<file path="config.mk">
export PLATFORM = sky130hd
export DESIGN_NAME = pair_coinc_trigger
export DESIGN_NICKNAME = d
export VERILOG_FILES = /design/src/rtl/ctp_pkg.sv /design/src/rtl/ctp_shaper.sv /design/src/rtl/ctp_couple.sv /design/src/rtl/pair_coinc_trigger.sv
export SDC_FILE = /design/constraint.sdc
export NUM_CORES = 1
export LEC_CHECK = 0
export BUFFER_PORTS_ARGS = -buffer_cell sky130_fd_sc_hd__clkbuf_2
export CORE_ASPECT_RATIO = 1.2
export CORE_MARGIN = 4
export CORE_UTILIZATION = 43
export DETAILED_ROUTE_END_ITERATION = 12
export GPL_ROUTABILITY_DRIVEN = 1
export PLACE_DENSITY = 0.64
export SETUP_SLACK_MARGIN = 0.15
export SLEW_MARGIN = 30
export SYNTH_ARGS = -nofsm -noshare
export SYNTH_HDL_FRONTEND = slang
export SYNTH_HIERARCHICAL = 1
export SYNTH_SLANG_ARGS = --single-unit
</file>
<file path="constraint.sdc">
create_clock -name clk -period 3.4 [get_ports clk]
set_input_delay 0.34 -clock clk [delete_from_list [all_inputs] [get_ports clk]]
set_output_delay 0.34 -clock clk [all_outputs]
set_load 0.05 [all_outputs]
</file>
<file path="src/rtl/ctp_pkg.sv">
package ctp_pkg;
    typedef enum logic {SH_IDLE, SH_HOLD} sh_state_e;

    localparam logic [1:0] MODE_COINC = 2'b01;

    localparam logic [2:0] CMB_AND  = 3'b000;
    localparam logic [2:0] CMB_OR   = 3'b001;
    localparam logic [2:0] CMB_EVEN = 3'b101;
    localparam logic [2:0] CMB_ODD  = 3'b110;

    localparam logic [2:0] VAL_PARTNER = 3'b000;
    localparam logic [2:0] VAL_MASK    = 3'b101;
    localparam logic [2:0] VAL_ANY     = 3'b111;

    localparam logic [1:0] SEL_CTRL  = 2'd0;
    localparam logic [1:0] SEL_WIDTH = 2'd1;
    localparam logic [1:0] SEL_CPL   = 2'd2;
    localparam logic [1:0] SEL_MASK  = 2'd3;
endpackage

</file>
<file path="src/rtl/ctp_shaper.sv">
module ctp_shaper import ctp_pkg::*; #(
    parameter int WIDTH_W = 10
) (
    input  logic               clk,
    input  logic               rst_n,
    input  logic               fire,
    input  logic [WIDTH_W-1:0] width,
    output logic               shaped
);
    sh_state_e          state_q, state_d;
    logic [WIDTH_W-1:0] cnt_q, cnt_d;
    logic [WIDTH_W-1:0] load;

    assign load = (width == '0) ? '0 : width - 1'b1;

    always_comb begin
        state_d = state_q;
        cnt_d   = cnt_q;
        unique case (state_q)
            SH_IDLE: begin
                if (fire && load != '0) begin
                    state_d = SH_HOLD;
                    cnt_d   = load;
                end
            end
            SH_HOLD: begin
                if (fire) begin
                    cnt_d = load;
                    if (load == '0) state_d = SH_IDLE;
                end else if (cnt_q == WIDTH_W'(1)) begin
                    state_d = SH_IDLE;
                    cnt_d   = '0;
                end else begin
                    cnt_d = cnt_q - 1'b1;
                end
            end
        endcase
    end

    always_ff @(posedge clk or negedge rst_n) begin
        if (!rst_n) begin
            state_q <= SH_IDLE;
            cnt_q   <= '0;
        end else begin
            state_q <= state_d;
            cnt_q   <= cnt_d;
        end
    end

    always_comb begin
        shaped = fire || (state_q == SH_HOLD);
    end


    stretch_hold_chk: assert property (@(posedge clk) disable iff (!rst_n)
        (fire && width > WIDTH_W'(1)) |=> shaped);


    hold_count_live_chk: assert property (@(posedge clk) disable iff (!rst_n)
        (state_q == SH_HOLD) |-> (cnt_q != '0));
endmodule

</file>
<file path="src/rtl/ctp_couple.sv">
module ctp_couple import ctp_pkg::*; (
    input  logic       sh_even,
    input  logic       sh_odd,
    input  logic [2:0] sel,
    output logic       ctrig
);
    always_comb begin
        case (sel)
            CMB_AND:  ctrig = sh_even & sh_odd;
            CMB_OR:   ctrig = sh_even | sh_odd;
            CMB_EVEN: ctrig = sh_even;
            CMB_ODD:  ctrig = sh_odd;
            default:  ctrig = 1'b0;
        endcase
    end


    always_comb begin
        if (ctrig) begin
            ctrig_source_chk: assert (sh_even || sh_odd);
        end
    end
endmodule

</file>
<file path="src/rtl/pair_coinc_trigger.sv">
module pair_coinc_trigger import ctp_pkg::*; #(
    parameter int NUM_CH  = 16,
    parameter int WIDTH_W = 10,
    parameter int CFG_DW  = 16
) (
    input  logic                      clk,
    input  logic                      rst_n,
    input  logic [NUM_CH-1:0]         hit_i,
    input  logic                      cfg_we,
    input  logic [1:0]                cfg_sel,
    input  logic [$clog2(NUM_CH)-1:0] cfg_idx,
    input  logic [CFG_DW-1:0]         cfg_wdata,
    output logic [NUM_CH-1:0]         acc_o
);
    localparam int NUM_CPL = NUM_CH / 2;
    localparam int IDXW    = $clog2(NUM_CH);
    localparam int CPLW    = IDXW - 1;

    logic [NUM_CH-1:0][1:0]          mode_q;
    logic [NUM_CH-1:0]               dis_q;
    logic [NUM_CH-1:0][WIDTH_W-1:0]  width_q;
    logic [NUM_CPL-1:0][2:0]         comb_q;
    logic [NUM_CPL-1:0][2:0]         vsrc_q;
    logic [NUM_CPL-1:0][NUM_CPL-1:0] mask_q;

    logic [NUM_CH-1:0]  fire, shaped, val;
    logic [NUM_CPL-1:0] ctrig, masked;
    logic [NUM_CH-1:0]  acc_q;
    logic               any_ct;
    logic [CPLW-1:0]    cpl_idx;

    assign cpl_idx = cfg_idx[IDXW-1:1];

    always_ff @(posedge clk or negedge rst_n) begin
        if (!rst_n) begin
            mode_q  <= '0;
            dis_q   <= '0;
            width_q <= '0;
            comb_q  <= '0;
            vsrc_q  <= '0;
            mask_q  <= '0;
        end else if (cfg_we) begin
            unique case (cfg_sel)
                SEL_CTRL: begin
                    mode_q[cfg_idx] <= cfg_wdata[1:0];
                    dis_q[cfg_idx]  <= cfg_wdata[2];
                end
                SEL_WIDTH: width_q[cfg_idx] <= cfg_wdata[WIDTH_W-1:0];
                SEL_CPL: begin
                    comb_q[cpl_idx] <= cfg_wdata[2:0];
                    vsrc_q[cpl_idx] <= cfg_wdata[6:4];
                end
                SEL_MASK: mask_q[cpl_idx] <= cfg_wdata[NUM_CPL-1:0];
            endcase
        end
    end

    assign any_ct = |ctrig;

    for (genvar c = 0; c < NUM_CPL; c++) begin : g_cpl
        ctp_couple u_cpl (
            .sh_even (shaped[2*c]),
            .sh_odd  (shaped[2*c+1]),
            .sel     (comb_q[c]),
            .ctrig   (ctrig[c])
        );
        assign masked[c] = |(mask_q[c] & ctrig);
    end

    for (genvar i = 0; i < NUM_CH; i++) begin : g_ch
        localparam int CP = i / 2;
        localparam int PT = i ^ 1;

        assign fire[i] = hit_i[i] & ~dis_q[i];

        ctp_shaper #(.WIDTH_W(WIDTH_W)) u_shp (
            .clk    (clk),
            .rst_n  (rst_n),
            .fire   (fire[i]),
            .width  (width_q[i]),
            .shaped (shaped[i])
        );

        always_comb begin
            case (vsrc_q[CP])
                VAL_PARTNER: val[i] = shaped[PT];
                VAL_MASK:    val[i] = masked[CP];
                VAL_ANY:     val[i] = any_ct;
                default:     val[i] = 1'b0;
            endcase
        end

        always_ff @(posedge clk or negedge rst_n) begin
            if (!rst_n) acc_q[i] <= 1'b0;
            else        acc_q[i] <= fire[i] & ((mode_q[i] != MODE_COINC) | val[i]);
        end


        acc_needs_enabled_hit_chk: assert property (@(posedge clk) disable iff (!rst_n)
            acc_q[i] |-> ($past(hit_i[i]) && !$past(dis_q[i])));


        coinc_needs_val_chk: assert property (@(posedge clk) disable iff (!rst_n)
            (acc_q[i] && $past(mode_q[i]) == MODE_COINC) |-> $past(val[i]));


        width_write_chk: assert property (@(posedge clk) disable iff (!rst_n)
            (cfg_we && cfg_sel == SEL_WIDTH && cfg_idx == IDXW'(i))
            |=> (width_q[i] == $past(cfg_wdata[WIDTH_W-1:0])));
    end

    assign acc_o = acc_q;
endmodule

</file>
==> out/summary.txt, run 1 <==
CTS Root Cell = clkbuf_16
Longest Clk Path Bufs = 3
crit path DAT = 3.19 ns
Internal = 16.12 mW
reg-to-reg setup timing slack = 0.65 ns
gpl congestion = 0.8582
clock power share = 26.3%
Max Clock Skew = 0.03594 ns
Startpoint Class = flip-flop
drt drc = 0
DRT iter0 DRCs = 1923
Placement Rows = 110
WHS = 0.1271 ns
clk slew on worst S/H paths = 0.06 ns
fin area = 0.03580 sq mm
cell area after synthesis = 0.03250 sq mm
IO Pins = 57
post-cts sizing count = 0
ys flop type = dfrtp_1
slew at the pin with the worst max-slew slack = 0.9767 ns
first-pass GRT wire length = 134.1 mm
die area = 0.08006 sq mm
number of synthesized register bits = 512
status = complete, no violations
EDFF count, synth = 0
Syn Nets = 3487
antenna violations before repair = 1
Tmin final = 2.751 ns
DP Cell Count = 4333
WS Path Type = flip-flop to flip-flop
clk_lat worst skew = 0.63 ns
sequential-to-total area share from yosys stat = 39.42%
Final Slew Violations = 0
maxcap violations = 0
Sw Share = 38.63%
final setup TNS = 0 ns
all-layer global routing usage = 20.16%
Largest stage delay, worst path = 0.68 ns
crit path buf inv count = 1
Leak Pwr = 15.48 nW
total chip power = 26.27 mW
crit path max-delay cell type = nor4b_1
DIE WIDTH = 259.0 um
Worst Hold Class = input port to asynchronous set/reset pin
critical path required time = 3.84 ns
combinational power share = 36.9%
worst vdd rail ir drop = 0.4421 mV
Finish-stage setup viols = 0
routed wire length = 81.90 mm
Synth Area per Inst = 9.564 sq um
Area Overhead vs Synth = 10.14%
total CTS buffers = 57
Post-Syn Instances = 3398
Final Hold Fails = 0
Core Area = 0.07501 sq mm
Final Non-Filler Cells = 4443
final setup margin = 0.6486 ns
part of the power in registers = 36.8%
vias in the first global route = 25070
RSZ-0062 raised after global routing = false
asr flop ratio synth = 100.0%
CP Capture Type = flip-flop
antenna-violating nets left = 0
Yosys cell types = 86
fillers = 6995
via count = 26120
pwr/cell area = 733.7 mW/mm^2
YS warnings = 6
worst-path cell chain = inv_1 -> ha_1 -> nor4b_1 -> nand3_1 -> o21a_1 -> a211o_1 -> o21ai_4 -> o22ai_1
R2R depth = 8
stages on the worst setup path = 8
r2r startpoint = width_q[80]
Final Util = 47.72%
crit-path max FO = 7
ratio of cells with drive above 1 in the final layout = 23.30%
fmax = 363.5 MHz
# nets final = 3474
hpwl dp = 55.13 mm
Die H = 309.2 um
First-pass DRT Iterations = 6
RR Endpoint = g_ch[8].u_shp/cnt_q[2]
grt ovf = 0
largest net degree at the start of global routing = 145
I/O Buffers = 50
Cell Area, Placed = 0.03367 sq mm
CTS tree = built
worst slack at placement = 0.7065 ns
vias per cell = 5.879
net switching power figure = 10.15 mW
post-route clock period utilization = 80.92%
Initial Util = 43.33%
Crit path max-delay family = compound AO/OA/AOI/OAI gates
CTS H-Tree Depth = 2
number of clock sinks = 512
Slew HR = 34.89%
routed len/inst = 18.43 um
[kinds of logic (layout without fill, tap and decap cells)]
family                   Yosys count  after routing  share of synthesized area, %
buffers and inverters            371            406                         4.855
AND/OR/NAND/NOR                 1193           1193                         20.37
multiplexers                     356            356                         12.47
AO/OA/AOI/OAI                    854            854                         19.31
flip-flops                       512            512                         39.42
XOR/XNOR                          64             64                         1.725
other                              0              2                             0
adder cells (fa/ha/maj)           48             48                         1.848
[worst max-delay path by stage]
stage	startpoint	to
floorplan	width_q[80]	g_ch[8].u_shp/cnt_q[3]
global route	width_q[130]	g_ch[13].u_shp/cnt_q[0]
finish	width_q[80]	g_ch[8].u_shp/cnt_q[2]
CTS	width_q[80]	g_ch[8].u_shp/cnt_q[2]
detailed placement	hit_i[4]	acc_o[7]
global placement	hit_i[8]	acc_o[6]
[placed cells by master (no fill, tap or decap), types with 28 or more instances in the layout]
cell type and count:
mux2_2 328, o31ai_1 42, o21ai_0 200, nor4_1 34, ha_1 48, or3_1 44
clkbuf_2 49, nor2b_1 34, nand2_1 226, nor2_1 261, a32oi_1 30, nor3_1 202
nand4_1 34, nand2b_1 49, inv_1 193, a21boi_1 30, a211oi_1 44, clkbuf_16 57
or4b_2 28, o22ai_1 38, or4_1 58, a21oi_1 90, xnor2_1 50, dfrtp_1 512
buf_4 51, nand3_1 67, o2111ai_1 36
[registers in the layout (all words and copies together) (netlist names)]
signal	count
dis_q	16
width_q	160
comb_q	24
acc_o	16
vsrc_q	24
mode_q	32
g_ch.u_shp/cnt_q	160
g_ch.u_shp/state_q	16
mask_q	64
[synth_stat cells, types with 22 or more instances]
master,number,area (sq um)
buf_2,46,230.2
nand2_1,226,848.3
inv_1,193,724.4
nor2b_1,34,212.7
or4_1,58,435.4
xnor2_1,50,437.9
nor4_1,34,212.7
nand4_1,34,212.7
nand2b_1,49,306.5
a211oi_1,44,330.3
o2bb2ai_1,22,192.7
nor2_1,261,979.7
or3_1,44,275.3
dfrtp_1,512,12810
or4b_2,28,280.3
nor3_1,202,1011
clkbuf_1,113,424.2
nand3_1,67,335.3
o22ai_1,38,237.7
a32oi_1,30,262.8
a21oi_1,90,450.4
ha_1,48,600.6
o31ai_1,42,315.3
o21ai_0,200,1001
o2111ai_1,36,315.3
a21boi_1,30,225.2
mux2_2,328,3694
[per-layer routing]
layer,GRT usage [%],vias to the layer above,part of all wire (%)
li1,-,12620,-
met1,27.44,12860,46
met2,34.20,519,48
met3,2.514,122,3.9
met4,5.424,0,2.5
met5,0,-,0
[power groups by stage]
stage          logic [mW]  clock network [mW]  registers [mW]
2_1_floorplan        7.90                   0            8.95
3_3_place_gp         9.53                   0            9.68
3_5_place_dp         9.64                   0            9.70
4_1_cts              9.69                7.10            9.61
5_1_grt              10.9                7.34            9.96
6_report             9.70                6.91            9.66
[area by class of cell]
class / instances / area [sq um] / share of cell area [%]
inverter: 193 / 724.4 / 2.024
tap: 1008 / 1261 / 3.523
multi-input combinational: 2515 / 18150 / 50.71
clock inverter: 33 / 496.7 / 1.388
antenna: 2 / 5.005 / 0.01398
sequential: 512 / 12810 / 35.79
timing repair buffer: 106 / 733.2 / 2.048
clock buffer: 74 / 1610 / 4.498
[timing repair]
item	CTS	global route
hold buffers	1	0
buffers inserted	0	0
hold endpoints to repair	226	0
No activity file was read; power rests on OpenSTA's default activity.
==> run 2, diff against run 1 <==
--- a/config.mk
+++ b/config.mk
@@ -5,13 +5,14 @@
 export SDC_FILE = /design/constraint.sdc
 export NUM_CORES = 1
 export LEC_CHECK = 0
+export ABC_AREA = 1
 export BUFFER_PORTS_ARGS = -buffer_cell sky130_fd_sc_hd__clkbuf_2
 export CORE_ASPECT_RATIO = 1.2
 export CORE_MARGIN = 4
 export CORE_UTILIZATION = 43
 export DETAILED_ROUTE_END_ITERATION = 12
 export GPL_ROUTABILITY_DRIVEN = 1
-export PLACE_DENSITY = 0.64
+export PLACE_DENSITY = 0.66
 export SETUP_SLACK_MARGIN = 0.15
 export SLEW_MARGIN = 30
 export SYNTH_ARGS = -nofsm -noshare
==> constraint.sdc (replaced) <==
create_clock -name clk -period 2.3 [get_ports clk]
set_input_delay 0.23 -clock clk [delete_from_list [all_inputs] [get_ports clk]]
set_output_delay 0.23 -clock clk [all_outputs]
set_load 0.05 [all_outputs]
==> out/summary.txt, run 2 <==
Finish-stage setup viols = 0
most frequent cells after synthesis = nand2_1, dfrtp_1, inv_1
routed len/inst = 14.30 um
maxcap violations = 0
largest net degree at the start of global routing = 71
R2R depth = 13
hold depth = 6
Slew HR = 46.72%
crit path DAT = 2.53 ns
vias in the first global route = 25410
slew at the pin with the worst max-slew slack = 0.7992 ns
antenna-violating nets left = 0
Startpoint Class = flip-flop
Final Slew Violations = 0
CTS Root Cell = clkbuf_16
r2r startpoint = dis_q[12]
Placement Rows = 106
min-delay src = hit_i[7]
critical path required time = 2.81 ns
ratio of cells with drive above 1 in the final layout = 11.65%
combinational power share = 37.8%
CTS tree = built
DRT iter0 DRCs = 1739
vias per cell = 5.091
Max Clock Skew = 0.02557 ns
WS Path Type = flip-flop to flip-flop
hpwl dp = 52.18 mm
status = complete, no violations
Final Non-Filler Cells = 5322
routed wire length = 76.11 mm
gpl congestion = 0.8753
total CTS buffers = 57
clock power share = 25.5%
# nets final = 4446
DP Cell Count = 5210
asr flop ratio synth = 100.0%
Synth area leader = dfrtp_1
worst vdd rail ir drop = 0.6463 mV
IO Pins = 57
drt drc = 0
most common cell after layout, fill and taps aside = nand2_1
YS warnings = 6
CP Capture Type = flip-flop
reg-to-reg setup timing slack = 0.28 ns
sequential-to-total area share from yosys stat = 41.98%
top flop regs = g_ch.u_shp/cnt_q x160, width_q x160, mask_q x64
Synth Area per Inst = 7.166 sq um
total chip power = 37.16 mW
CP dominant cell by count = nand2_1
fin area = 0.03450 sq mm
Longest Clk Path Bufs = 3
Synth top area share = 41.98%
Syn Nets = 4348
First-pass DRT Iterations = 5
synth top area cells = dfrtp_1, nand2_1, nand3_1, inv_1, o21ai_0
Cell Area, Placed = 0.03222 sq mm
EDFF count, synth = 0
Area Overhead vs Synth = 13.03%
Yosys cell types = 25
post-route clock period utilization = 87.72%
part of the power in registers = 36.7%
ys flop type = dfrtp_1
crit path max-delay cell type = dfrtp_1
RSZ-0062 raised after global routing = false
clk slew on worst S/H paths = 0.06 ns
Tmin final = 2.018 ns
RR Endpoint = acc_o[5]
crit path buf inv count = 3
crit-path max FO = 6
CTS H-Tree Depth = 2
number of clock sinks = 512
Worst Hold End = acc_o[7]
antenna violations before repair = 4
Post-Syn Instances = 4259
all-layer global routing usage = 20.02%
final setup TNS = 0 ns
Core Area = 0.07003 sq mm
grt ovf = 0
Sw Share = 40.00%
number of synthesized register bits = 512
net switching power figure = 14.86 mW
commonest cells after routing, fill and taps aside = nand2_1, dfrtp_1, inv_1
I/O Buffers = 50
die area = 0.07532 sq mm
via count = 27090
first-pass GRT wire length = 127.3 mm
Leak Pwr = 17.45 nW
pwr/cell area = 1077 mW/mm^2
fillers = 6954
Crit path max-delay family = simple AND/OR/NAND/NOR gates
DIE WIDTH = 251.2 um
worst-path cell chain = nor2_1 -> or2_2 -> o21ai_1 -> nand2_1 -> nand2_1 -> inv_1 -> nor2_1 -> nand2_2 -> buf_6 -> o21ai_0 -> nand3_1 -> nand2_1 -> inv_1
Worst Hold Class = input port to flip-flop
clk_lat worst skew = 0.62 ns
cell area after synthesis = 0.03052 sq mm
top-count cell post-synth = nand2_1
Internal = 22.30 mW
Largest stage delay, worst path = 0.36 ns
Die H = 299.8 um
fmax = 495.6 MHz
Final Hold Fails = 0
Initial Util = 43.58%
## run 2: per-layer routing
layer  vias to the layer above  global-route usage [%]  routed length [um]
li1                      13910                       -                   -
met1                     12570                   26.79               34190
met2                       482                   34.18               36760
met3                       127                   2.993                3209
met4                         6                   5.232                1901
met5                         -                       0                  46
## run 2: tightest hold or removal path: stages
cell and delay (ns):
clkbuf_2 0.08, inv_1 0.06, nor2_1 0.05, buf_4 0.14, nand2_1 0.06, inv_1 0.03
## run 2: repair_timing
item / 4_1_cts / 5_1_grt
hold buffers: 3 / 0
hold endpoints to repair: 138 / 0
setup buffers: 0 / 3
resized for setup: 4 / 70
endpoints found under the setup margin: 10 / 188
pin swaps: 0 / 1
## run 2: layout make-up
cell class | count | area, sq um | area share (%)
multi-input combinational | 3120 | 15440 | 44.76
sequential | 512 | 12810 | 37.14
inverter | 505 | 1896 | 5.495
clock buffer | 77 | 1644 | 4.766
timing repair buffer | 161 | 1255 | 3.638
tap | 918 | 1149 | 3.330
clock inverter | 28 | 296.5 | 0.8596
antenna | 1 | 2.502 | 0.007254
## run 2: logic make-up after synthesis
| kind of cell | after synthesis | share of synthesized area [%] |
|---|---|---|
| fa+ha+maj | 48 | 1.968 |
| xor+xnor | 128 | 3.673 |
| flops | 512 | 41.98 |
| buf+inv | 627 | 8.338 |
| compound gates | 544 | 9.380 |
| simple gates | 2400 | 34.66 |
## run 2: power by group through the flow
stage	sequential, mW	clock, mW	combinational [mW]
after floorplan	13.2	0	10.9
after global placement	13.7	0	13.6
after detailed placement	13.7	0	13.8
after global routing	14.0	10.1	16.3
after CTS	13.6	9.73	13.9
final	13.6	9.46	14.1
## run 2: worst max path at each step
| stage | start | slack [ns] | endpoint | cells past startpoint |
|---|---|---|---|---|
| after floorplan | dis_q[14] | 0.46 | acc_o[0] | 13 |
| after global placement | hit_i[4] | 0.07 | acc_o[14] | 16 |
| after detailed placement | hit_i[8] | 0.08 | acc_o[2] | 15 |
| after CTS | dis_q[10] | 0.16 | acc_o[6] | 13 |
| after global routing | width_q[30] | 0.14 | g_ch[3].u_shp/cnt_q[1] | 13 |
| final | dis_q[12] | 0.28 | acc_o[5] | 13 |
## run 2: stage by stage
stage	util (%)	worst slack, ns	hold WS, ns
after floorplan	-	0.4598	-0.06559
after global placement	46.01	0.07074	0.2187
after detailed placement	46.01	0.07650	0.2355
after CTS	48.83	0.1577	0.03099
after global routing	49.26	0.1385	0.06663
final	49.26	0.2824	0.06652
